## src/rtl/ipq_pkg.sv

```systemverilog
package ipq_pkg;

   localparam int unsigned LEN_W = 2;

   typedef enum logic [LEN_W-1:0] {
      LC_DEFAULT = 2'b00,
      LC_ONE     = 2'b01,
      LC_TWO     = 2'b10,
      LC_THREE   = 2'b11
   } len_code_e;

   // Resolve a raw length code to a word count; the reserved code counts as one word.
   function automatic logic [LEN_W-1:0] resolve_len(input logic [LEN_W-1:0] code);
      return (code == LC_DEFAULT) ? LEN_W'(1) : code;
   endfunction

endpackage

```

## src/rtl/ipq_assembler.sv

```systemverilog
module ipq_assembler
   import ipq_pkg::*;
#(
   parameter int unsigned WORD_W    = 16,
   parameter int unsigned MAX_WORDS = 3,
   parameter int unsigned TAG_W     = 4,
   parameter int unsigned LEN_LSB   = 14,
   localparam int unsigned SLOT_W   = WORD_W * MAX_WORDS
)(
   input  logic              clk,
   input  logic              rst_n,
   input  logic              flush_i,
   input  logic              take_i,
   input  logic [WORD_W-1:0] word_i,
   input  logic [TAG_W-1:0]  tag_i,
   output logic              done_o,
   output logic [SLOT_W-1:0] words_o,
   output logic [LEN_W-1:0]  len_o,
   output logic [TAG_W-1:0]  tag_o
);

   logic [LEN_W-1:0]  cnt_q;
   logic [LEN_W-1:0]  len_q;
   logic [TAG_W-1:0]  tag_q;
   logic [WORD_W-1:0] held_q [MAX_WORDS];

   logic              first_w;
   logic              last_w;
   logic [LEN_W-1:0]  raw_len;
   logic [LEN_W-1:0]  cur_len;

   assign first_w = (cnt_q == '0);
   assign raw_len = resolve_len(word_i[LEN_LSB +: LEN_W]);
   assign cur_len = first_w ? ((raw_len > LEN_W'(MAX_WORDS)) ? LEN_W'(MAX_WORDS) : raw_len)
                            : len_q;
   assign last_w  = ((cnt_q + LEN_W'(1)) == cur_len);

   assign done_o  = take_i & last_w;
   assign len_o   = cur_len;
   assign tag_o   = first_w ? tag_i : tag_q;

   for (genvar k = 0; k < MAX_WORDS; k++) begin : g_slot
      assign words_o[k*WORD_W +: WORD_W] =
         (LEN_W'(k) < cnt_q)                ? held_q[k] :
         ((LEN_W'(k) == cnt_q) && take_i)   ? word_i    : '0;
   end

   always_ff @(posedge clk or negedge rst_n) begin
      if (!rst_n) begin
         cnt_q <= '0;
         len_q <= '0;
         tag_q <= '0;
      end else if (flush_i) begin
         cnt_q <= '0;
      end else if (take_i) begin
         if (last_w) begin
            cnt_q <= '0;
         end else begin
            cnt_q <= cnt_q + LEN_W'(1);
            if (first_w) begin
               len_q <= cur_len;
               tag_q <= tag_i;
            end
         end
      end
   end

   always_ff @(posedge clk) begin
      for (int k = 0; k < MAX_WORDS; k++) begin
         if (take_i && !last_w && (cnt_q == LEN_W'(k))) begin
            held_q[k] <= word_i;
         end
      end
   end

endmodule

```

## src/rtl/ipq_store.sv

```systemverilog
module ipq_store #(
   parameter int unsigned ENT_W  = 54,
   parameter int unsigned DEPTH  = 4,
   localparam int unsigned PTR_W = (DEPTH > 1) ? $clog2(DEPTH) : 1,
   localparam int unsigned CNT_W = $clog2(DEPTH + 1),
   localparam bit          POW2  = ((DEPTH & (DEPTH - 1)) == 0)
)(
   input  logic             clk,
   input  logic             rst_n,
   input  logic             flush_i,
   input  logic             push_i,
   input  logic             pop_i,
   input  logic [ENT_W-1:0] ent_i,
   output logic [ENT_W-1:0] head_o,
   output logic             empty_o,
   output logic             full_o
);

   logic [ENT_W-1:0] mem_q [DEPTH];
   logic [PTR_W-1:0] wptr_q, rptr_q;
   logic [PTR_W-1:0] wptr_nx, rptr_nx;
   logic [CNT_W-1:0] fill_q;

   if (POW2) begin : g_wrap_free
      assign wptr_nx = wptr_q + PTR_W'(1);
      assign rptr_nx = rptr_q + PTR_W'(1);
   end else begin : g_wrap_cmp
      assign wptr_nx = (wptr_q == PTR_W'(DEPTH - 1)) ? '0 : wptr_q + PTR_W'(1);
      assign rptr_nx = (rptr_q == PTR_W'(DEPTH - 1)) ? '0 : rptr_q + PTR_W'(1);
   end

   assign head_o  = mem_q[rptr_q];
   assign empty_o = (fill_q == '0);
   assign full_o  = (fill_q == CNT_W'(DEPTH));

   always_ff @(posedge clk or negedge rst_n) begin
      if (!rst_n) begin
         wptr_q <= '0;
         rptr_q <= '0;
         fill_q <= '0;
      end else if (flush_i) begin
         wptr_q <= '0;
         rptr_q <= '0;
         fill_q <= '0;
      end else begin
         if (push_i) wptr_q <= wptr_nx;
         if (pop_i)  rptr_q <= rptr_nx;
         case ({push_i, pop_i})
            2'b10:   fill_q <= fill_q + CNT_W'(1);
            2'b01:   fill_q <= fill_q - CNT_W'(1);
            default: fill_q <= fill_q;
         endcase
      end
   end

   always_ff @(posedge clk) begin
      if (push_i && !flush_i) begin
         mem_q[wptr_q] <= ent_i;
      end
   end

endmodule

```

## src/rtl/ipq_out_sel.sv

```systemverilog
module ipq_out_sel #(
   parameter int unsigned ENT_W = 54
)(
   input  logic             flush_i,
   input  logic             asm_done_i,
   input  logic [ENT_W-1:0] asm_ent_i,
   input  logic [ENT_W-1:0] head_i,
   input  logic             empty_i,
   input  logic             out_ready_i,
   output logic             out_valid_o,
   output logic [ENT_W-1:0] out_ent_o,
   output logic             push_o,
   output logic             pop_o
);

   logic bypass;

   // Skipping the store is only allowed when nothing older waits in it.
   assign bypass      = asm_done_i & empty_i & out_ready_i;
   assign push_o      = asm_done_i & ~bypass;
   assign pop_o       = ~flush_i & ~empty_i & out_ready_i;
   assign out_valid_o = ~flush_i & (~empty_i | asm_done_i);
   assign out_ent_o   = empty_i ? asm_ent_i : head_i;

endmodule

```

## src/rtl/ipq_top.sv

```systemverilog
module ipq_top
   import ipq_pkg::*;
#(
   parameter int unsigned WORD_W    = 16,
   parameter int unsigned MAX_WORDS = 3,
   parameter int unsigned TAG_W     = 4,
   parameter int unsigned DEPTH     = 4,
   parameter int unsigned LEN_LSB   = 14
)(
   input  logic                        clk,
   input  logic                        rst_n,
   input  logic                        flush_i,
   input  logic                        in_valid_i,
   input  logic [WORD_W-1:0]           in_word_i,
   input  logic [TAG_W-1:0]            in_tag_i,
   output logic                        in_ready_o,
   output logic                        out_valid_o,
   input  logic                        out_ready_i,
   output logic [WORD_W*MAX_WORDS-1:0] out_words_o,
   output logic [LEN_W-1:0]            out_len_o,
   output logic [TAG_W-1:0]            out_tag_o
);

   localparam int unsigned SLOT_W = WORD_W * MAX_WORDS;
   localparam int unsigned ENT_W  = TAG_W + LEN_W + SLOT_W;

   if (MAX_WORDS < 1 || MAX_WORDS > 3) begin : g_bad_words
      $error("ipq_top: MAX_WORDS must be 1..3");
   end
   if (DEPTH < 2) begin : g_bad_depth
      $error("ipq_top: DEPTH must be at least 2");
   end
   if (LEN_LSB + LEN_W > WORD_W) begin : g_bad_field
      $error("ipq_top: length field lies outside the word");
   end
   if (TAG_W < 1) begin : g_bad_tag
      $error("ipq_top: TAG_W must be at least 1");
   end

   logic              take;
   logic              asm_done;
   logic [SLOT_W-1:0] asm_words;
   logic [LEN_W-1:0]  asm_len;
   logic [TAG_W-1:0]  asm_tag;
   logic [ENT_W-1:0]  asm_ent;
   logic [ENT_W-1:0]  head_ent;
   logic [ENT_W-1:0]  out_ent;
   logic              store_empty;
   logic              store_full;
   logic              push;
   logic              pop;

   assign in_ready_o = ~store_full;
   assign take       = in_valid_i & ~store_full & ~flush_i;
   assign asm_ent    = {asm_tag, asm_len, asm_words};

   ipq_assembler #(
      .WORD_W    (WORD_W),
      .MAX_WORDS (MAX_WORDS),
      .TAG_W     (TAG_W),
      .LEN_LSB   (LEN_LSB)
   ) u_asm (
      .clk     (clk),
      .rst_n   (rst_n),
      .flush_i (flush_i),
      .take_i  (take),
      .word_i  (in_word_i),
      .tag_i   (in_tag_i),
      .done_o  (asm_done),
      .words_o (asm_words),
      .len_o   (asm_len),
      .tag_o   (asm_tag)
   );

   ipq_store #(
      .ENT_W (ENT_W),
      .DEPTH (DEPTH)
   ) u_store (
      .clk     (clk),
      .rst_n   (rst_n),
      .flush_i (flush_i),
      .push_i  (push),
      .pop_i   (pop),
      .ent_i   (asm_ent),
      .head_o  (head_ent),
      .empty_o (store_empty),
      .full_o  (store_full)
   );

   ipq_out_sel #(
      .ENT_W (ENT_W)
   ) u_sel (
      .flush_i     (flush_i),
      .asm_done_i  (asm_done),
      .asm_ent_i   (asm_ent),
      .head_i      (head_ent),
      .empty_i     (store_empty),
      .out_ready_i (out_ready_i),
      .out_valid_o (out_valid_o),
      .out_ent_o   (out_ent),
      .push_o      (push),
      .pop_o       (pop)
   );

   assign out_tag_o   = out_ent[ENT_W-1 -: TAG_W];
   assign out_len_o   = out_ent[SLOT_W +: LEN_W];
   assign out_words_o = out_ent[SLOT_W-1:0];

endmodule

```

## config.mk

```make
export PLATFORM = sky130hd
export DESIGN_NAME = ipq_top
export DESIGN_NICKNAME = d
export VERILOG_FILES = /design/src/rtl/ipq_pkg.sv /design/src/rtl/ipq_assembler.sv /design/src/rtl/ipq_store.sv /design/src/rtl/ipq_out_sel.sv /design/src/rtl/ipq_top.sv
export SDC_FILE = /design/constraint.sdc
export NUM_CORES = 1
export LEC_CHECK = 0
export BUFFER_PORTS_ARGS = -buffer_cell sky130_fd_sc_hd__buf_4
export CAP_MARGIN = 20
export CORE_MARGIN = 5
export CORE_UTILIZATION = 50
export CTS_BUF_LIST = sky130_fd_sc_hd__clkbuf_4
export DETAILED_ROUTE_END_ITERATION = 10
export GPL_TIMING_DRIVEN = 0
export PLACE_DENSITY = 0.64
export SLEW_MARGIN = 25
export SYNTH_ARGS = -nofsm -noshare
export SYNTH_HDL_FRONTEND = slang
export SYNTH_SLANG_ARGS = --single-unit
```

## constraint.sdc

```tcl
create_clock -name clk -period 8.8 [get_ports clk]
set_clock_uncertainty 0.05 [all_clocks]
set_input_delay 2.2 -clock clk [delete_from_list [all_inputs] [get_ports clk]]
set_output_delay 2.2 -clock clk [all_outputs]
set_load 0.02 [all_outputs]
```

# == After elaboration in Yosys (flattened, before gate mapping) ==
# Memory sizes are Yosys's and may differ from the RTL's.
# Index checks and enable logic that the tools add are counted.
# word_totals
ff_bits,15
mem_bits_rw,264
out_inout_bits,56
mem_count,2
# op_classes
n_addsub,5
order_cmp,4
n_eq_ne,8
n_mux,34
bitwise_logic,15
n_reduce_logical,21
# memory_table
memory,words,width,read_ports,rd_clocked_by_memory_dff,write_ports,line,source
u_store.mem_q,4,54,1,0,1,ipq_store.sv:19,logic [ENT_W-1:0] mem_q [DEPTH];
u_asm.held_q,3,16,3,0,1,ipq_assembler.sv:25,logic [WORD_W-1:0] held_q [MAX_WORDS];
# ops
operator,count
$mux W16,8
$mux W54,1
$reduce_or A16 Y1,2
$mux W2,12
$mux W1,10
$and A1 B1 Y1,9
$logic_and A1 B1 Y1,8
$add A2 B1 Y2 const B,3
$pmux W3 S2,1
$reduce_bool A2 Y1,3
$not A1 Y1,5
$eq A2 B1 Y1 const B,2
$eq A2 B2 Y1 const B,2
$logic_not A2 Y1,2
$lt A1 B2 Y1 const A,2
$mux W4,1
$reduce_and A4 Y1,1
$add A3 B1 Y3 const B,1
$eq A3 B3 Y1 const B,1
$logic_not A3 Y1,1
$mux W3,1
$reduce_and A3 Y1,1
$reduce_bool A3 Y1,1
$sub A3 B1 Y3 const B,1
7 further kinds,8

# == Logic depth before layout (Yosys ltp) ==
# depth
ltp_word,14
mapped_depth,13
mapped_depth_nobuf,11

# == Hierarchy ==
# From an unflattened synthesis, not the netlist that was laid out.
# unflattened
cells_unflattened,585
hier_area_um2,11639.9
# by_module_without_submodules
module,n_inst,cells_per_inst,area_each_um2,seq_area_each_um2
ipq_store,1,325,8231.6,6661.4
ipq_assembler,1,194,2606.2,1641.6
ipq_out_sel,1,64,785.8,0.0
ipq_top,1,2,16.3,0.0

# == Worst setup path before layout ==
# No wires, ideal clock.
# synth_path
kind,in2out
start,in flush_i
end,out out_words_o[37]
t_arrival_ns,3.504
required_time_ns,6.550
setup_slack_ns,3.046
cell_stages,5
n_path_buf,1
path_cell_list,nand3b_1 -> nor3b_2 -> clkbuf_1 -> a22o_1 -> mux2_2
# synth_between
elab_chain_len,6
# synth_lines
item,line,source
"start, declared",ipq_top.sv:12,"input logic flush_i,"
$not A1 Y1,ipq_top.sv:54,assign take = in_valid_i & ~store_full & ~flush_i;
$and A1 B1 Y1,ipq_top.sv:54,
$logic_and A1 B1 Y1,ipq_assembler.sv:45,((LEN_W'(k) == cnt_q) && take_i) ? word_i : '0;
$mux W16,ipq_assembler.sv:45,
$mux W16,ipq_assembler.sv:44,(LEN_W'(k) < cnt_q) ? held_q[k] :
via asm_words[37],ipq_top.sv:42,logic [SLOT_W-1:0] asm_words;
$mux W54,ipq_out_sel.sv:23,assign out_ent_o = empty_i ? asm_ent_i : head_i;
"end, declared",ipq_top.sv:19,"output logic [WORD_W*MAX_WORDS-1:0] out_words_o,"
# The timed path passes the listed nets, and every way through them passes these cells.

# == Worst setup path after layout ==
# layout_path
start,in flush_i
end,out out_words_o[38]
# The elaborated chain is that of the path after synthesis.

==> impl_summary.log <==
[metrics] run status: finished, final reports clean
[metrics] number of gates on the worst path with buffers counted: 7
[metrics] Die ar.: 26000 µm²
[metrics] row count: 55
[metrics] cell with the largest stage delay on the worst path: clkbuf_1
[metrics] top flip-flop cell by instance count after synthesis: edfxtp_1
[metrics] Reg2Reg Depth: 10
[metrics] class of the tightest hold or removal check: flip-flop to flip-flop
[metrics] core footprint: 22570 µm²
[metrics] H-tree lvl count: 3
[metrics] Crit Reg-Reg Endpoint: u_store.mem_q[1][18]
[metrics] number of buffers added to fix hold violations after cts: 0
[metrics] placed instance count: 970
[metrics] Worst Setup Start Kind: primary input
[metrics] wire length per cell: 22.79 µm
[metrics] number of nets with antenna violations after routing: 0
[metrics] DR vias: 6252
[metrics] die span in y: 161.2 µm
[metrics] number of ports placed on the die boundary: 81
[metrics] WL final: 25050 µm
[metrics] cell types occupying the most area after synthesis: edfxtp_1, mux4_2, mux2_2
[metrics] share of the yosys chip area belonging to registers: 72.60%
[metrics] r2r setup slk: 5.06 ns
[metrics] CTS tree: yes
[metrics] initial cell density of the core: 50.67%
[metrics] final worst path period need: 6.712 ns
[metrics] total power per unit cell area: 301.4 nW/µm²
[metrics] crit path cell chain: buf_4 > nand3b_1 > nor3b_2 > clkbuf_1 > a22o_1 > mux2_2 > buf_4
[metrics] most crowded layer after global routing: met2
[metrics] share of synthesized flip-flops with an asynchronous set or reset: 5.376%
[metrics] CTS Buffer Depth: 3
[metrics] fill cell count: 1700
[metrics] sort of element at the end of the critical path: output port
[metrics] met3 global-route usage: 5.333%
[metrics] peak per-stage delay on the critical path: 0.58 ns
[metrics] CP Class: primary input to output port
[metrics] hold depth: 2
[metrics] input/output buffers: 80
[metrics] synthesized area: 11440 µm²
[metrics] final critical-path setup slack: 2.088 ns
[metrics] number of iterations in the first detailed-routing pass: 5
[metrics] count of cell types in the netlist: 44
[metrics] number of warnings issued by yosys: 0
[metrics] met1 Resource Use GR: 25.59%
[metrics] Skew-Pair Late Insertion Delay: 0.67 ns
[metrics] Worst R2R Start: u_asm.cnt_q[1]
[metrics] most numerous cell on the critical path: buf_4
[metrics] number of antenna violations at the first check in global routing: 2
[metrics] wire length of the first global-routing pass: 39190 µm
[metrics] max cap viols: 0
[metrics] count of flip-flops with a built-in enable after synthesis: 264
[metrics] gpl congestion: 0.7753
[metrics] setup TNS: 0 ns
[metrics] detailed placer's ending HPWL: 15670 µm
[metrics] number of global-route vias before repair: 6887
[metrics] average via count per standard cell: 5.689
[metrics] Yosys top cell area share: 69.31%
[metrics] total global-route track usage: 19.80%
[metrics] worst path buffer plus inverter count: 3
[metrics] destination of the critical timing path: out_words_o[38]
[metrics] die width: 161.2 µm
[metrics] maximum number of pins on one net before global-route repair: 31
[metrics] Final Slew Violations: 0
[metrics] data arrival at the endpoint of the critical path: 4.46 ns
[metrics] fraction of final layout cells with drive strength greater than 1: 38.50%
[metrics] Worst-path clk slew: 0.05 ns
[metrics] Layout Cells excl Fill: 1099
[metrics] Final Net Count: 795
[metrics] launch point of the critical path: flush_i
[metrics] Setup Buffers After CTS: 0
[metrics] clock tree root buffer cell: clkbuf_4
[metrics] GRT Residual Overflow: 0
[metrics] slew at the pin closest to its max-slew limit: 0.9009 ns
[metrics] area leader, netlist: edfxtp_1
[metrics] critical path peak fanout: 10
[metrics] mean instance size in the synthesized netlist: 19.03 µm²
[metrics] share of the clock period used by the worst path after layout: 76.27%
[metrics] RSZ-0062 raised after global routing: false
[metrics] highest achievable clock rate: 149.0 MHz
[metrics] Num Clock Sinks: 279
[metrics] worst slack, placed: 2.113 ns
[metrics] number of synthesized register bits: 279
[metrics] remaining routing DRC violations: 0
[metrics] required time of the critical path: 6.55 ns
[metrics] count of endpoints failing setup in the final report: 0
[metrics] number of instances in the synthesized netlist: 601
[metrics] Resized cells post-CTS: 0
[metrics] DRC violation total after the first TritonRoute iteration: 434
[metrics] met2 track utilization from global routing: 33.10%
[metrics] gate family responsible for the most delay along the worst path: simple AND/OR/NAND/NOR gates
[metrics] Peak VDD IR: 0.1679 mV
[metrics] static leakage: 4.760 nW
[metrics] area delta synth->final: 17.32%
[metrics] Final Hold Vio Count: 0
[metrics] Slew headroom: 39.94%
[metrics] CTS Buf Count: 73
[metrics] net count after synthesis: 635
[metrics] fraction of the core area covered by cells at the end of the flow: 59.45%
## cells in the mapped netlist (2+ instances only)
| cell | n |
|---|---|
| nor2b_1 | 2 |
| ha_1 | 8 |
| nor3_1 | 2 |
| o21ai_0 | 24 |
| nor2_1 | 5 |
| nand3_1 | 15 |
| buf_2 | 4 |
| nand2_1 | 18 |
| and2_1 | 6 |
| mux2i_1 | 7 |
| o22ai_1 | 2 |
| a21oi_1 | 4 |
| nand3b_1 | 2 |
| edfxtp_1 | 264 |
| a22o_1 | 33 |
| mux4_2 | 54 |
| nand2b_1 | 3 |
| xor2_1 | 3 |
| mux2_2 | 51 |
| clkbuf_1 | 24 |
| buf_6 | 3 |
| buf_1 | 4 |
| or3_1 | 2 |
| dfrtp_1 | 15 |
| inv_1 | 27 |
## layout make-up
| class | count | area, µm² | share of cell area [%] |
|---|---|---|---|
| Antenna cell | 1 | 2.502 | 0.01865 |
| Buffer | 35 | 158.9 | 1.184 |
| Clock buffer | 104 | 780.7 | 5.819 |
| Clock inverter | 23 | 138.9 | 1.035 |
| Inverter | 27 | 101.3 | 0.7553 |
| Multi-Input combinational cell | 260 | 2884 | 21.49 |
| Sequential cell | 279 | 8303 | 61.88 |
| Tap cell | 285 | 356.6 | 2.658 |
| Timing Repair Buffer | 85 | 691.9 | 5.157 |
## layout by cell type, fill, tap and decap left out, drive strengths merged, types with 2 or more instances in the layout
| master | count |
|---|---|
| a21oi | 4 |
| a22o | 33 |
| and2 | 6 |
| and3 | 2 |
| buf | 96 |
| bufinv | 2 |
| clkbuf | 128 |
| clkinv | 19 |
| dfrtp | 15 |
| edfxtp | 264 |
| ha | 8 |
| inv | 29 |
| mux2 | 51 |
| mux2i | 7 |
| mux4 | 54 |
| nand2 | 18 |
| nand2b | 3 |
| nand3 | 15 |
| nand3b | 2 |
| nor2 | 5 |
| nor2b | 2 |
| nor3 | 2 |
| nor3b | 2 |
| o21ai | 24 |
| o22ai | 2 |
| or3 | 2 |
| xor2 | 3 |
## flip-flops by register name, summed over array words and instances (netlist names)
| signal | cells |
|---|---|
| u_asm.cnt_q | 2 |
| u_asm.tag_q | 4 |
| u_store.rptr_q | 2 |
| u_store.wptr_q | 2 |
| u_asm.len_q | 2 |
| u_asm.held_q | 48 |
| u_store.mem_q | 216 |
| u_store.fill_q | 3 |
## through the flow
step	power [mW]	hold WS (ns)	cell area (µm²)
floorplan	2.499	0.3992	11440
global placement	2.942	0.4154	12390
detailed placement	2.980	0.4197	12480
CTS	4.093	0.4319	13400
global route	4.264	0.4871	13420
finish	4.045	0.4291	13420
## cells by family (layout without fill, tap and decap cells)
logic type,after synthesis,in the layout,synth area share (%)
xor gates and xnor gates,4,4,0.3064
muxes,112,112,16.27
and+or+nand+nor,64,64,3.063
AOI/OAI and AO/OA,71,71,4.442
other,0,1,0
adders and majority gates,9,9,1.050
DFF,279,279,72.60
buffers and inverters,62,274,2.275
## report_power, final
group	switching [mW]	leakage [nW]	internal [mW]	total, mW
Sequential	0.0344	2.58	1.62	1.66
Combinational	0.741	1.63	0.541	1.28
Clock	0.505	0.545	0.602	1.11
## worst reg2reg max path, cell delays in order (launching register included)
cell and delay (ns):
dfrtp_1 0.41, clkbuf_1 0.24, inv_1 0.16, ha_1 0.15, clkbuf_1 0.31, mux2i_1 0.40
xor2_1 0.36, and4_1 0.26, clkbuf_1 0.26, and2_4 0.50, buf_12 0.29
## layer usage
| layer | wire, µm | share of wire, % |
|---|---|---|
| met4 | 415 | 1.7 |
| met1 | 10520 | 42 |
| met2 | 12610 | 50 |
| met3 | 1480 | 5.9 |
| met5 | 15 | 0.060 |
## worst min-delay path by stage
stage                   startpoint        endpoint  slack (ns)
CTS                 u_asm.tag_q[3]  u_asm.tag_q[3]        0.43
global route        u_asm.tag_q[0]  u_asm.tag_q[0]        0.49
global placement    u_asm.tag_q[2]  u_asm.tag_q[2]        0.42
detailed placement  u_asm.tag_q[3]  u_asm.tag_q[3]        0.42
finish              u_asm.tag_q[3]  u_asm.tag_q[3]        0.43
floorplan           u_asm.tag_q[0]  u_asm.tag_q[0]        0.40
No activity file was read; power rests on OpenSTA's default activity.
